$ cat src/rtl/dadj_pkg.sv
package dadj_pkg;

    localparam int NIB_W = 4;

    typedef enum logic {
        OP_ADD = 1'b0,
        OP_SUB = 1'b1
    } op_kind_t;

    // Result of one nibble slice: pre-adjust digit, adjusted digit, carry to next slice
    typedef struct packed {
        logic [NIB_W-1:0] raw;
        logic [NIB_W-1:0] adj;
        logic             cout;
    } nib_res_t;

    // Adjust a digit: +6 after a decimal overflow, -6 (i.e. +10 mod 16) after a borrow
    function automatic logic [NIB_W-1:0] fix_nibble(logic [NIB_W-1:0] v, logic up, logic down);
        logic [NIB_W-1:0] r;
        if (up)        r = v + 4'd6;
        else if (down) r = v + 4'd10;
        else           r = v;
        return r;
    endfunction

    function automatic logic is_bcd8(logic [7:0] v);
        return (v[3:0] <= 4'd9) && (v[7:4] <= 4'd9);
    endfunction

    function automatic int bcd_value(logic [7:0] v);
        return int'(v[7:4]) * 10 + int'(v[3:0]);
    endfunction

endpackage

$ cat src/rtl/dadj_slice.sv
module dadj_slice
    import dadj_pkg::*;
(
    input  logic [NIB_W-1:0] a_nib,
    input  logic [NIB_W-1:0] b_nib,
    input  logic             cin,
    input  op_kind_t         op,
    input  logic             dec,
    output nib_res_t         res
);

    logic [NIB_W-1:0] b_eff;
    logic [NIB_W:0]   s_ext;
    logic             over_nine;
    logic             fix_up;
    logic             fix_dn;

    always_comb begin
        b_eff     = (op == OP_SUB) ? ~b_nib : b_nib;
        s_ext     = {1'b0, a_nib} + {1'b0, b_eff} + {{NIB_W{1'b0}}, cin};
        over_nine = (s_ext > 5'd9);
        // addition: digit above nine needs +6 and forces a carry onward
        fix_up    = dec && (op == OP_ADD) && over_nine;
        // subtraction: digit that borrowed needs -6, carry chain left alone
        fix_dn    = dec && (op == OP_SUB) && !s_ext[NIB_W];
        res.raw   = s_ext[NIB_W-1:0];
        res.adj   = fix_nibble(s_ext[NIB_W-1:0], fix_up, fix_dn);
        res.cout  = s_ext[NIB_W] | fix_up;
    end

endmodule

$ cat src/rtl/dadj_chain.sv
module dadj_chain
    import dadj_pkg::*;
#(
    parameter int DATA_W = 8
) (
    input  logic [DATA_W-1:0] a,
    input  logic [DATA_W-1:0] b,
    input  logic              cin,
    input  op_kind_t          op,
    input  logic              dec,
    output logic [DATA_W-1:0] raw,
    output logic [DATA_W-1:0] adj,
    output logic              cout
);

    localparam int NIBS = DATA_W / NIB_W;

    logic     [NIBS:0]   carry;
    nib_res_t [NIBS-1:0] slice_res;

    assign carry[0] = cin;

    for (genvar n = 0; n < NIBS; n++) begin : g_slice
        dadj_slice u_slice (
            .a_nib (a[n*NIB_W +: NIB_W]),
            .b_nib (b[n*NIB_W +: NIB_W]),
            .cin   (carry[n]),
            .op    (op),
            .dec   (dec),
            .res   (slice_res[n])
        );
        assign carry[n+1]          = slice_res[n].cout;
        assign raw[n*NIB_W +: NIB_W] = slice_res[n].raw;
        assign adj[n*NIB_W +: NIB_W] = slice_res[n].adj;
    end

    assign cout = carry[NIBS];

endmodule

$ cat src/rtl/dadj_unit.sv
module dadj_unit
    import dadj_pkg::*;
#(
    parameter int DATA_W = 8
) (
    input  logic              clk,
    input  logic              rst,
    input  logic [DATA_W-1:0] op_a,
    input  logic [DATA_W-1:0] op_b,
    input  logic              carry_in,
    input  logic              sub_sel,
    input  logic              dec_mode,
    output logic [DATA_W-1:0] sum_out,
    output logic              carry_out,
    output logic              neg_flag,
    output logic              zero_flag
);

    op_kind_t          op;
    logic [DATA_W-1:0] pre_adj;
    logic [DATA_W-1:0] post_adj;
    logic              chain_cout;

    assign op = sub_sel ? OP_SUB : OP_ADD;

    dadj_chain #(.DATA_W(DATA_W)) u_chain (
        .a    (op_a),
        .b    (op_b),
        .cin  (carry_in),
        .op   (op),
        .dec  (dec_mode),
        .raw  (pre_adj),
        .adj  (post_adj),
        .cout (chain_cout)
    );

    // Adjusted value goes to the accumulator; flags look at the pre-adjust value
    always_ff @(posedge clk) begin
        if (rst) begin
            sum_out   <= '0;
            carry_out <= 1'b0;
            neg_flag  <= 1'b0;
            zero_flag <= 1'b0;
        end else begin
            sum_out   <= post_adj;
            carry_out <= chain_cout;
            neg_flag  <= pre_adj[DATA_W-1];
            zero_flag <= (pre_adj == '0);
        end
    end

    p_reset_clear_r1: assert property (@(posedge clk)
        $past(rst) |-> (sum_out == '0 && !carry_out && !neg_flag && !zero_flag));

    if (DATA_W == 8) begin : g_chk8
        p_binary_add_r6: assert property (@(posedge clk) disable iff (rst)
            (!$past(rst) && !$past(dec_mode) && !$past(sub_sel)) |->
            ({carry_out, sum_out} ==
             {1'b0, $past(op_a)} + {1'b0, $past(op_b)} + {8'd0, $past(carry_in)}));

        p_digit_range_r3: assert property (@(posedge clk) disable iff (rst)
            (!$past(rst) && $past(dec_mode) && is_bcd8($past(op_a)) && is_bcd8($past(op_b)))
            |-> is_bcd8(sum_out));

        p_dec_add_carry_r2: assert property (@(posedge clk) disable iff (rst)
            (!$past(rst) && $past(dec_mode) && !$past(sub_sel) &&
             is_bcd8($past(op_a)) && is_bcd8($past(op_b))) |->
            (carry_out == ((bcd_value($past(op_a)) + bcd_value($past(op_b)) +
                            int'($past(carry_in))) > 99)));

        p_dec_sub_borrow_r4: assert property (@(posedge clk) disable iff (rst)
            (!$past(rst) && $past(dec_mode) && $past(sub_sel) &&
             is_bcd8($past(op_a)) && is_bcd8($past(op_b))) |->
            (carry_out == ({1'b0, $past(op_a)} >=
                           {1'b0, $past(op_b)} + {8'd0, !$past(carry_in)})));
    end

endmodule

$ cat config.mk
export PLATFORM = sky130hd
export DESIGN_NAME = dadj_unit
export DESIGN_NICKNAME = d
export VERILOG_FILES = /design/src/rtl/dadj_pkg.sv /design/src/rtl/dadj_slice.sv /design/src/rtl/dadj_chain.sv /design/src/rtl/dadj_unit.sv
export SDC_FILE = /design/constraint.sdc
export NUM_CORES = 1
export LEC_CHECK = 0
export ABC_CLOCK_PERIOD_IN_PS = 11200
export CAP_MARGIN = 25
export CORE_AREA = 5 5 58 50
export DETAILED_ROUTE_END_ITERATION = 8
export DIE_AREA = 0 0 63 55
export GPL_ROUTABILITY_DRIVEN = 0
export PLACE_DENSITY = 0.84
export SKIP_LAST_GASP = 1
export SLEW_MARGIN = 0
export SYNTH_ARGS = -nofsm -noshare
export SYNTH_HDL_FRONTEND = slang
export SYNTH_SLANG_ARGS = --single-unit
$ cat constraint.sdc
create_clock -name clk -period 11.2 [get_ports clk]
set_clock_uncertainty 0.05 [all_clocks]
set_input_delay 2.8 -clock clk [delete_from_list [all_inputs] [get_ports clk]]
set_output_delay 2.8 -clock clk [all_outputs]
set_load 0.01 [all_outputs]
**Word level (Yosys, flattened, before mapping)**

Cells that the tools add are included.

- Flip-flop bits (word level): 11
- Bits of input ports: 21
- Output and inout bits: 11
- Logic and storage cells: 35

- $add $sub $neg: 8
- Magnitude comparators: 2
- Mux-type cells: 7
- Bitwise gates (word level): 5
- Reduce and logical (&&, ||, !) cells: 9

Operator list:

| cell | count |
|---|---|
| 4-bit 2-to-1 mux | 6 |
| 4-bit by 4-bit adder with 5-bit output | 2 |
| 5-bit by 1-bit adder with 5-bit output | 2 |
| 5-bit by 4-bit greater-than comparator with 1-bit output (second input constant) | 2 |
| 4-bit by 3-bit adder with 4-bit output (second input constant) | 2 |
| 4-bit adder (second input constant) | 2 |
| 8-bit zero test | 1 |
| 4-bit NOT | 2 |
| 1-bit logical AND | 6 |
| 1-bit zero test | 2 |
| 1-bit OR | 2 |
| 1-bit 2-to-1 mux | 1 |
| 1-bit NOT | 1 |

**Longest topological paths before layout**

- Depth after elaboration: 12
- Mapped depth: 22
- Mapped depth without buffers: 21

**Hierarchy**

From an unflattened synthesis, not the netlist that was laid out.

- Cell total of the unflattened synthesis: 135
- Area, all modules: 1,149.9 µm²

Modules (own cells, without submodules):

| module | times used | cells each | area each (µm²) | sequential area each (µm²) |
|---|---|---|---|---|
| dadj_slice | 2 | 55 | 416.6 | 0.0 |
| dadj_unit | 1 | 25 | 316.6 | 220.2 |

**Worst setup path after synthesis**

No wires, ideal clock.

- Kind: input to register
- Start point: in sub_sel
- End point: reg sum_out[5]
- Library setup time: 121 ps
- Arrival time: 7,040 ps
- Required time: 11,029 ps
- Path slack: 3,988 ps
- Stages: 20
- Path buffers: 1
- Path through: buf_2 > xnor2_1 > fa_1 > fa_1 > xnor2_2 > inv_1 > ha_1 > nand2b_1 > a32oi_1 > a311oi_2 > nand2b_1 > nand2_1 > fa_1 > inv_1 > fa_1 > ha_1 > a32oi_1 > a311oi_4 > o21ai_2 > mux2_4

- Word-level cells in the longest chain between the ends: 12
- Elaborated cells on any way between the ends: 21
- Classes of those cells: add/sub (6); order compare (2); mux (5); bitwise (2); reduce/logical (6)

RTL lines:

| item | RTL line | source |
|---|---|---|
| start: declaration | dadj_unit.sv:11 | `input logic sub_sel,` |
| 1-bit 2-to-1 mux (*) | dadj_unit.sv:24 | `assign op = sub_sel ? OP_SUB : OP_ADD;` |
| branches (longest 10 deep; another with 4-bit by 4-bit adder with 5-bit output) | -- |  |
| 4-bit 2-to-1 mux (*) | dadj_pkg.sv:20 | `if (up) r = v + 4'd6;` |
| end signal: assignment | dadj_unit.sv:45 | `sum_out <= post_adj;` |
| end: declaration | dadj_unit.sv:13 | `output logic [DATA_W-1:0] sum_out,` |

Every way passes the cells marked *.
A chain may end at the register's enable or synchronous reset.

**Final worst setup path**

Same ends and word-level chain as after synthesis.

==> results by group <==
Clocking
  – CTS Buf Count: 3
  – Setup bufs post-CTS: 0
  – Max clock buf depth: 2
  – CTS tree: done
  – CTS Sinks: 11
  – Clk slew on worst S/H paths: 0.07 ns
  – Hold Buf Count CTS: 0
  – Clk root buf: clkbuf_4
  – H-tree Lvls: 1
  – Post-CTS resize count: 0

Synthesis
  – Synth warnings: 0
  – Post-synthesis register bit count: 11
  – Asr flop ratio synth: 0%
  – Post-synth top area share: 20.5%
  – Number of flops mapped to enable cells by yosys: 0
  – Top cells by area, synth: dfxtp_1 20%, ha_1 14%, fa_1 7.5%
  – Top-count cell post-synth: nor2_1
  – Syn_area_per_cell: 8.88 um2
  – Cells after synthesis: 121
  – Yosys top cell by area: dfxtp_1
  – Synthesized cell area: 0.00107 mm2
  – Post-synth top cells: 13 x nor2_1, 12 x ha_1, 12 x inv_1
  – Yosys cell types: 36
  – Syn nets: 158
  – Post-synthesis sequential area ratio: 20.5%
  – Ys flop type: dfxtp_1

Routing
  – Vias: 962
  – WL final: 2.29 mm
  – Wire length per cell: 12.7 um
  – Drt pass-1 iters: 4
  – First-iteration detailed-routing DRC count: 12
  – Vias/cell: 5.31
  – Residual DRC: 0
  – Final antenna-violating net count: 0

Floorplanning
  – Die Width: 63 um
  – Die Y: 55 um
  – Number of I/O pins: 32
  – Row Count: 16
  – Initial Utilization: 46.7%
  – Die area: 0.00347 mm2
  – Core area: 0.00230 mm2

STA
  – Tcrit/Tclk final: 71.9%
  – Unrepaired setup endpoints after global routing: false
  – Fin Setup TNS: 0 ns
  – Min Tclk post-route: 8.06 ns
  – Worst slew pin tran: 0.529 ns
  – Hold Slack: 3.31 ns
  – Slew Limit Fails: 0
  – FMAX: 0.124 GHz
  – Endpoints failing hold: 0
  – Slew headroom: 64.6%
  – Final Setup Violations: 0

Placement
  – IO Port Bufs: 31
  – Dpl cell area: 0.00141 mm2
  – Placed Cells: 177
  – Post-DP HPWL: 2.03 mm

GRT
  – GRT Overall Usage: 14.7%
  – Congestion Overflow GR: 0
  – Antenna violations before repair: 0
  – First-pass GRT wire length: 4.01 mm
  – Largest net degree at the start of global routing: 14
  – Vias in the first global route: 958

Worst setup path
  – CP Max Fanout: 11
  – Worst setup EP type: register
  – CP Class: in2reg
  – Critical Path RT: 11.31 ns
  – Data arrival, critical path: 8.16 ns
  – Startpoint types: input pin

Cells and area
  – Ratio of cells with drive above 1 in the final layout: 9.09%
  – Post-route cell area: 0.00143 mm2
  – Final cell count without fillers: 181
  – Area of the multi-input gates: 792 um2
  – Area growth syn-to-layout: 33.3%
  – Final Net Count: 192
  – Filler Cells Inserted: 204
  – Register Area: 220 um2
  – N_diodes: 0

Power
  – VDD IR max: 0.0796 mV
  – Leakage dissipation: 0.649 nW
  – Total power: 0.190 mW
  – Power Density: 132 mW/mm2

Outcome
  – Status: complete, no violations

Flow run
  – Max cap viols: 0

Min path
  – Hold Path Depth: 4
  – Worst hold path class: in2reg
power breakdown:
part	internal [mW]	switching, mW
logic	0.0579	0.0575
registers	0.0468	0.00182
clock network	0.0132	0.0124
total	0.118	0.0717
critical path: stages:
cell and delay [ns]:
clkdlybuf4s50_1 0.80, xnor2_1 0.18, fa_1 0.45, fa_1 0.44
xnor2_2 0.30, inv_1 0.08, ha_1 0.18, nand2b_1 0.07
a32oi_1 0.08, a311oi_2 0.37, nand2b_1 0.18, nand2_1 0.08
fa_1 0.39, inv_1 0.09, fa_1 0.50, ha_1 0.25
a32oi_1 0.31, a311oi_4 0.15, o21ai_2 0.16, mux2_4 0.30
registers in the layout, indices dropped and copies added, names as in the netlist:
name       count
sum_out        8
neg_flag       1
zero_flag      1
carry_out      1
cell type report:
class                      instances  share of cell area [%]
multi-input combinational         95                    55.3
timing repair buffer              31                    21.7
sequential                        11                    15.4
inverter                          13                    3.41
tap                               27                    2.36
clock buffer                       3                    1.57
clock inverter                     1                   0.349
worst paths after layout:
check                    start               endpoint  slack [ns]
worst max-delay path   sub_sel  sum_out[5]$_SDFF_PP0_        3.14
worst min-delay path  carry_in  sum_out[0]$_SDFF_PP0_        3.31
cells in the final DEF (no fill, tap or decap), drive strengths merged, types with 6 or more instances in the layout:
cell type | synthesis | final
clkdlybuf4s50 | 0 | 31
nor2 | 13 | 13
inv | 13 | 13
ha | 12 | 12
dfxtp | 11 | 11
xor2 | 9 | 9
nand2 | 8 | 8
o21ai | 6 | 6
per-layer routing:
layer  vias to the layer above  share of wire (%)  global-route usage [%]
li1                        486                  -                       -
met1                       439                 43                    15.8
met2                        31                 50                    26.6
met3                         6                5.8                    4.44
met4                         0                1.7                    8.13
met5                         -                  0                       0
through the flow:
step                      utilization (%)  worst slack (ns)
final                                62.2              3.14
after floorplan                         -              3.99
after detailed placement             61.0              2.86
after global placement               61.0              3.11
after global routing                 62.2              2.80
after CTS                            62.2              3.13
kinds of logic (layout without fill, tap and decap cells):
| family | count (synthesis) | count (layout) | share of synthesized area [%] |
|---|---|---|---|
| compound gates | 21 | 21 | 15.6 |
| xor+xnor | 11 | 11 | 10.4 |
| fa+ha+maj | 16 | 16 | 21.4 |
| buf+inv | 15 | 48 | 5.82 |
| flops | 11 | 11 | 20.5 |
| mux | 4 | 4 | 4.31 |
| simple gates | 43 | 43 | 22.0 |
No activity file was read; power rests on OpenSTA's default activity.
